### config.mk
export PLATFORM = sky130hd
export DESIGN_NAME = plru4_victim_sel
export DESIGN_NICKNAME = d
export VERILOG_FILES = /design/src/rtl/plru4_pkg.sv /design/src/rtl/plru4_rst_sync.sv /design/src/rtl/plru4_tree_state.sv /design/src/rtl/plru4_tree_walk.sv /design/src/rtl/plru4_hole_pick.sv /design/src/rtl/plru4_victim_sel.sv
export SDC_FILE = /design/constraint.sdc
export NUM_CORES = 1
export LEC_CHECK = 0
export BUFFER_PORTS_ARGS = -buffer_cell sky130_fd_sc_hd__buf_2
export CAP_MARGIN = 20
export CORE_AREA = 5 5 42 44
export CTS_CLUSTER_SIZE = 16
export DETAILED_ROUTE_END_ITERATION = 16
export DIE_AREA = 0 0 47 49
export GPL_TIMING_DRIVEN = 0
export PLACE_DENSITY_LB_ADDON = 0.15
export RECOVER_POWER = 25
export SLEW_MARGIN = 20
export SYNTH_ARGS = -nofsm -noshare
export SYNTH_HDL_FRONTEND = slang
export SYNTH_HIERARCHICAL = 1
export SYNTH_SLANG_ARGS = --single-unit
### constraint.sdc
create_clock -name clk -period 1.2 [get_ports clk]
set_input_delay 0.24 -clock clk [delete_from_list [all_inputs] [get_ports clk]]
set_output_delay 0.24 -clock clk [all_outputs]
set_load 0.02 [all_outputs]
### src/rtl/plru4_pkg.sv
package plru4_pkg;

  // Depth of a node in a heap-ordered tree: node 0 at depth 0, 1..2 at 1, ...
  function automatic int node_depth(input int node);
    return $clog2(node + 2) - 1;
  endfunction

endpackage

### src/rtl/plru4_rst_sync.sv
module plru4_rst_sync #(
  parameter int STAGES = 2
) (
  input  logic clk,
  input  logic rst_n,
  output logic rst_sync_n
);
  logic [STAGES-1:0] chain_q;

  always_ff @(posedge clk or negedge rst_n) begin
    if (!rst_n) chain_q <= '0;
    else        chain_q <= {chain_q[STAGES-2:0], 1'b1};
  end

  assign rst_sync_n = chain_q[STAGES-1];
endmodule

### src/rtl/plru4_tree_state.sv
module plru4_tree_state
  import plru4_pkg::*;
#(
  parameter int WAYS = 4,
  localparam int IDX_W  = $clog2(WAYS),
  localparam int NODES  = WAYS - 1
) (
  input  logic             clk,
  input  logic             rst_n,
  input  logic             ref_vld,
  input  logic [IDX_W-1:0] ref_way,
  output logic [NODES-1:0] tree_q
);
  logic [NODES-1:0] tree_d;
  logic             tree_en;

  assign tree_en = ref_vld;

  // Each node on the referenced way's path points away from that way.
  for (genvar n = 0; n < NODES; n++) begin : g_node
    localparam int DEPTH = node_depth(n);
    localparam int POS   = n - ((1 << DEPTH) - 1);
    localparam int SEL   = IDX_W - 1 - DEPTH;
    localparam logic [IDX_W-1:0] POS_V = IDX_W'(POS);
    logic on_path;
    assign on_path  = (ref_way >> (IDX_W - DEPTH)) == POS_V;
    assign tree_d[n] = on_path ? ~ref_way[SEL] : tree_q[n];
  end

  always_ff @(posedge clk or negedge rst_n) begin
    if (!rst_n)       tree_q <= '0;
    else if (tree_en) tree_q <= tree_d;
  end
endmodule

### src/rtl/plru4_tree_walk.sv
module plru4_tree_walk #(
  parameter int WAYS = 4,
  localparam int IDX_W = $clog2(WAYS),
  localparam int NODES = WAYS - 1
) (
  input  logic [NODES-1:0] tree,
  output logic [IDX_W-1:0] walk_way
);
  logic [WAYS-1:0] reach;

  // A way is reached when every node on its path points toward it.
  for (genvar w = 0; w < WAYS; w++) begin : g_way
    logic [IDX_W-1:0] step_ok;
    for (genvar l = 0; l < IDX_W; l++) begin : g_lvl
      localparam int  NODE = ((1 << l) - 1) + (w >> (IDX_W - l));
      localparam bit  DIR  = bit'((w >> (IDX_W - 1 - l)) & 1);
      assign step_ok[l] = (tree[NODE] == DIR);
    end
    assign reach[w] = &step_ok;
  end

  always_comb begin
    walk_way = '0;
    for (int w = 0; w < WAYS; w++) begin
      if (reach[w]) walk_way = walk_way | IDX_W'(w);
    end
  end
endmodule

### src/rtl/plru4_hole_pick.sv
module plru4_hole_pick #(
  parameter int WAYS = 4,
  localparam int IDX_W = $clog2(WAYS)
) (
  input  logic [WAYS-1:0]  way_valid,
  output logic             hole_any,
  output logic [IDX_W-1:0] hole_way
);
  assign hole_any = ~&way_valid;

  always_comb begin
    hole_way = '0;
    for (int w = WAYS - 1; w >= 0; w--) begin
      if (!way_valid[w]) hole_way = IDX_W'(w);
    end
  end
endmodule

### src/rtl/plru4_victim_sel.sv
module plru4_victim_sel #(
  parameter int WAYS = 4,
  localparam int IDX_W = $clog2(WAYS),
  localparam int NODES = WAYS - 1
) (
  input  logic             clk,
  input  logic             rst_n,
  input  logic             ref_vld,
  input  logic [IDX_W-1:0] ref_way,
  input  logic [WAYS-1:0]  way_valid,
  output logic [IDX_W-1:0] victim_way
);
  logic             rst_sync_n;
  logic [NODES-1:0] tree_q;
  logic [IDX_W-1:0] walk_way;
  logic [IDX_W-1:0] hole_way;
  logic             hole_any;

  plru4_rst_sync #(.STAGES(2)) u_rst (
    .clk       (clk),
    .rst_n     (rst_n),
    .rst_sync_n(rst_sync_n)
  );

  plru4_tree_state #(.WAYS(WAYS)) u_state (
    .clk    (clk),
    .rst_n  (rst_sync_n),
    .ref_vld(ref_vld),
    .ref_way(ref_way),
    .tree_q (tree_q)
  );

  plru4_tree_walk #(.WAYS(WAYS)) u_walk (
    .tree    (tree_q),
    .walk_way(walk_way)
  );

  plru4_hole_pick #(.WAYS(WAYS)) u_hole (
    .way_valid(way_valid),
    .hole_any (hole_any),
    .hole_way (hole_way)
  );

  assign victim_way = hole_any ? hole_way : walk_way;
endmodule

* Yosys cells after proc, flatten, opt, wreduce, memory -nomap -nowiden
Cells that the tools add are included.
** Cells by class
- Reductions and logical operators :: 7
- Mux-type cells :: 8
- Bitwise operators :: 4
** Operator list (number)
- $mux W2 :: 7
- $reduce_and A2 Y1 :: 5
- $not A1 Y1 :: 4
- $reduce_and A4 Y1 :: 1
- $logic_not A2 Y1 :: 1
- $mux W1 :: 1
** Storage, ports and cells
- Output and inout port bits :: 2
- Logic and storage cells :: 23
- Register bits after elaboration :: 5
- Bits of input ports :: 9

* Depth between registers and ports, before layout
- Depth after elaboration :: 6
- Depth in mapped cells :: 3

* Modules after synthesis
The synthesis kept the hierarchy.
** By module, submodules not included
- plru4_tree_state :: sequential area each 75.1 µm², cells an instance 10, instances 1, area each 126.4 µm²
- plru4_rst_sync :: sequential area each 50.0 µm², cells an instance 3, instances 1, area each 53.8 µm²
- plru4_hole_pick :: sequential area each 0.0 µm², cells an instance 5, instances 1, area each 28.8 µm²
- plru4_victim_sel :: sequential area each 0.0 µm², cells an instance 2, instances 1, area each 22.5 µm²
- plru4_tree_walk :: sequential area each 0.0 µm², cells an instance 2, instances 1, area each 18.8 µm²

* Worst setup path before layout
Ideal clock, no wire load.
- Kind :: register to output
- Start :: register u_state.tree_q[0]
- End :: output port victim_way[0]
- Path slack :: -0.021 ns
- Data arrival time :: 0.981 ns
- Data required time :: 0.960 ns
- Cell stages (with the launch flop) :: 3
- Buffers on the path :: 0
- Path through :: dfrtp_1 -> mux2_4 -> mux2_2
** Between the ends
- Word-level cells in the longest chain between the ends :: 6
- Elaborated cells between the ends (all ways) :: 7
** Ends and longest elaborated chain
- start: declaration :: RTL line plru4_tree_state.sv:12 : output logic [NODES-1:0] tree_q
- start signal: assignment :: RTL line plru4_tree_state.sv:32 : else if (tree_en) tree_q <= tree_d;
- $not A1 Y1 :: RTL line plru4_tree_walk.sv:17 : assign step_ok[l] = (tree[NODE] == DIR);
- $reduce_and A2 Y1 :: RTL line plru4_tree_walk.sv:19 : assign reach[w] = &step_ok;
- $mux W1 :: RTL line plru4_tree_walk.sv:25 : if (reach[w]) walk_way = walk_way | IDX_W'(w);
- $mux W2 :: RTL line plru4_tree_walk.sv:25
- $mux W2 (*) :: RTL line plru4_tree_walk.sv:25
- via walk_way[0] :: RTL line plru4_victim_sel.sv:15 : logic [IDX_W-1:0] walk_way;
- $mux W2 (*) :: RTL line plru4_victim_sel.sv:44 : assign victim_way = hole_any ? hole_way : walk_way;
- end: declaration :: RTL line plru4_victim_sel.sv:11 : output logic [IDX_W-1:0] victim_way
Mark *: on every way through the listed nets, which the timed path passes. The rest lies on a longest branch.

* Worst setup path after layout
Ends and elaborated chain as after synthesis.

==> results.json <==
{
  "status": "complete, but fails checks",
  "violations": "setup timing",
  "synthesis.area_um2": 250.2,
  "worst_path_most_repeated_cell": "mux2_4",
  "cts-root-buf": "clkbuf_4",
  "startpoint_type": "flop",
  "setup_viol": 2,
  "ant_nets": 0,
  "max_stage_delay_ns": 0.38,
  "core-area_mm2": 0.001401,
  "detail_route.wl_per_cell_um": 8.704,
  "vias_per_cell": 4.074,
  "cp_max_fo": 2,
  "first_global_vias": 219,
  "dieArea_mm2": 0.002303,
  "worst-setup-path-type": "reg2out",
  "cts.path.max_buffers": 2,
  "hold_violations": 0,
  "synthTopCellsByArea": "dfrtp_1 50%, mux2_2 9.0%, mux2_4 6.0%",
  "rows": 14,
  "cp.arrival_ns": 1.32,
  "cts_max_level": 1,
  "nFillCells": 161,
  "synth_top_area_share": 0.5000,
  "fin_crit_sh": 1.299,
  "r2r_slack_ns": 0.27,
  "synth_area_leader_cell": "dfrtp_1",
  "layout_commonest_cell": "buf_2",
  "layout.cells.non_filler": 54,
  "diodes": 0,
  "clock_latency_ns": 0.24,
  "dpl_cell_area_um2": 324.1,
  "layout_common_cells": "8 x buf_2, 5 x dfrtp_1, 3 x mux2_4, 3 x clkbuf_4, 3 x buf_6",
  "start_util": 0.1786,
  "min_period_ns": 1.559,
  "drv_slew": 0,
  "syn_area_per_cell_um2": 11.37,
  "p_per_area_mw_per_mm2": 1223,
  "final_layout_size_suffix_gt1_frac": 0.5263,
  "setup_ws_ns": -0.3593,
  "portBuffers": 10,
  "ys_seq_area_frac": 0.5000,
  "postLayoutCoreUtil": 0.2795,
  "dp.cells": 48,
  "routed-via-count": 220,
  "cpMaxStageDelayCell": "dfrtp_1",
  "grtUsageTotal": 0.05312,
  "p_leak_uw": 0.0002029,
  "synth_seq_cells": 5,
  "cts_tree": "done",
  "area_growth_syn_to_layout_pct": 56.50,
  "drc": 0,
  "num_io_pins": 11,
  "overflow": 0,
  "finalNetCount": 48,
  "grt_max_degree": 5,
  "setup_tns_ns": -0.6578,
  "fin_area_um2": 391.6,
  "min_path_type": "reg2async",
  "cp.required_ns": 0.96,
  "finalPower_uw": 478.9,
  "cp-end-kind": "output pin",
  "fmax_mhz": 641.3,
  "fin_skew_ns": 0.004043,
  "dr.pass1.iters": 2,
  "dr.first_iter.drc_count": 3,
  "cts_made_buffers": 3,
  "cts_sinks": 5,
  "routed_wl_um": 470,
  "crit_chain": "mux2_4 > mux2_4 > buf_6",
  "place.gp.congestion": 0.6636,
  "yosysUniqueCellTypes": 15,
  "postSynthCellCount": 22,
  "chipHeight_um": 49,
  "yosys_warnings": 6,
  "antenna_found_initial": 0,
  "rsz0062_at_grt": "true",
  "clkTransAtPathRegs_ns": 0.04,
  "synth_fp_nets": 31,
  "dieWidth_um": 47,
  "maxCapViolCount": 0,
  "grt_pass1_wl_um": 786,
  "ir_drop_v": 0.0005043
}
stage by stage:
step	hold WS (ns)	worst slack (ns)
finish	0.03667	-0.3593
global route	0.06407	-0.4093
global placement	0.02624	-0.1462
detailed placement	0.02614	-0.1402
CTS	0.03991	-0.3770
floorplan	-0.05559	-0.01164
logic make-up (layout without fill, tap and decap cells):
| group | after synthesis | count (layout) | share of synthesized area |
|---|---|---|---|
| AOI/OAI and AO/OA | 5 | 5 | 0.1300 |
| buffers and inverters | 3 | 19 | 0.04500 |
| DFF | 5 | 5 | 0.5000 |
| muxes | 4 | 4 | 0.1900 |
| other | 1 | 1 | 0.01499 |
| and+or+nand+nor | 4 | 4 | 0.1200 |
state kept, by name, indices dropped and copies added, names as in the netlist:
register        count
u_state/tree_q      3
u_rst/chain_q       2
power by group:
group / total, uW / switching, uW / internal, uW
Sequential: 195 / 9.48 / 185
Combinational: 94.8 / 35.3 / 59.5
Clock: 189 / 64.0 / 125
cells in the mapped netlist:
cell type and n:
a21boi_1 1, a21o_2 1, a21oi_1 2, a31oi_1 1, clkbuf_1 1, conb_1 1
dfrtp_1 5, inv_1 2, mux2_2 2, mux2_4 1, mux2i_1 1, nand2_1 1
nand2b_1 1, nand4_1 1, nor2b_4 1
worst max-delay path: cells and delay by family (launching register included):
family   cells  cell delay, ns
buf+inv      1            0.13
flops        1            0.38
mux          2            0.57
per-layer routing:
layer,vias up,part of all wire,global-route usage
met5,-,0,0
met4,0,0,0.06912
met3,0,0.13,0.03321
met2,7,0.57,0.07466
met1,107,0.30,0.04027
li1,106,-,-
final cells by class:
| class | instances | area [um2] | share of cell area |
|---|---|---|---|
| well taps | 16 | 20.02 | 0.05112 |
| repair buffers | 13 | 91.34 | 0.2332 |
| clock buffers | 4 | 26.28 | 0.06709 |
| multi-input cells | 14 | 121.4 | 0.3099 |
| inverters | 2 | 7.507 | 0.01917 |
| flip-flops and latches | 5 | 125.1 | 0.3195 |
worst paths after layout:
| check | startpoint | to | cells past startpoint |
|---|---|---|---|
| hold reg to reg | u_rst/chain_q[1]$_DFF_PN0_ | u_state/tree_q[2]$_DFFE_PN0P_ | 0 |
| max in group asynchronous | rst_n | u_rst/chain_q[0]$_DFF_PN0_ | 2 |
| setup / recovery | u_state/tree_q[0]$_DFFE_PN0P_ | victim_way[0] | 3 |
| setup reg to reg | u_state/tree_q[0]$_DFFE_PN0P_ | u_state/tree_q[0]$_DFFE_PN0P_ | 3 |
| hold / removal | u_rst/chain_q[1]$_DFF_PN0_ | u_state/tree_q[2]$_DFFE_PN0P_ | 0 |
| min in group clk | ref_way[0] | u_state/tree_q[1]$_DFFE_PN0P_ | 2 |
timing repair:
item / in CTS / in global routing
buffers inserted: 1 / 1
endpoints found under the setup margin: 2 / 2
pin swaps: 0 / 0
gates resized for setup: 4 / 2
hold endpoints to repair: 2 / 0
hold buffers: 1 / 0
Power figures use the tool's default switching activity.
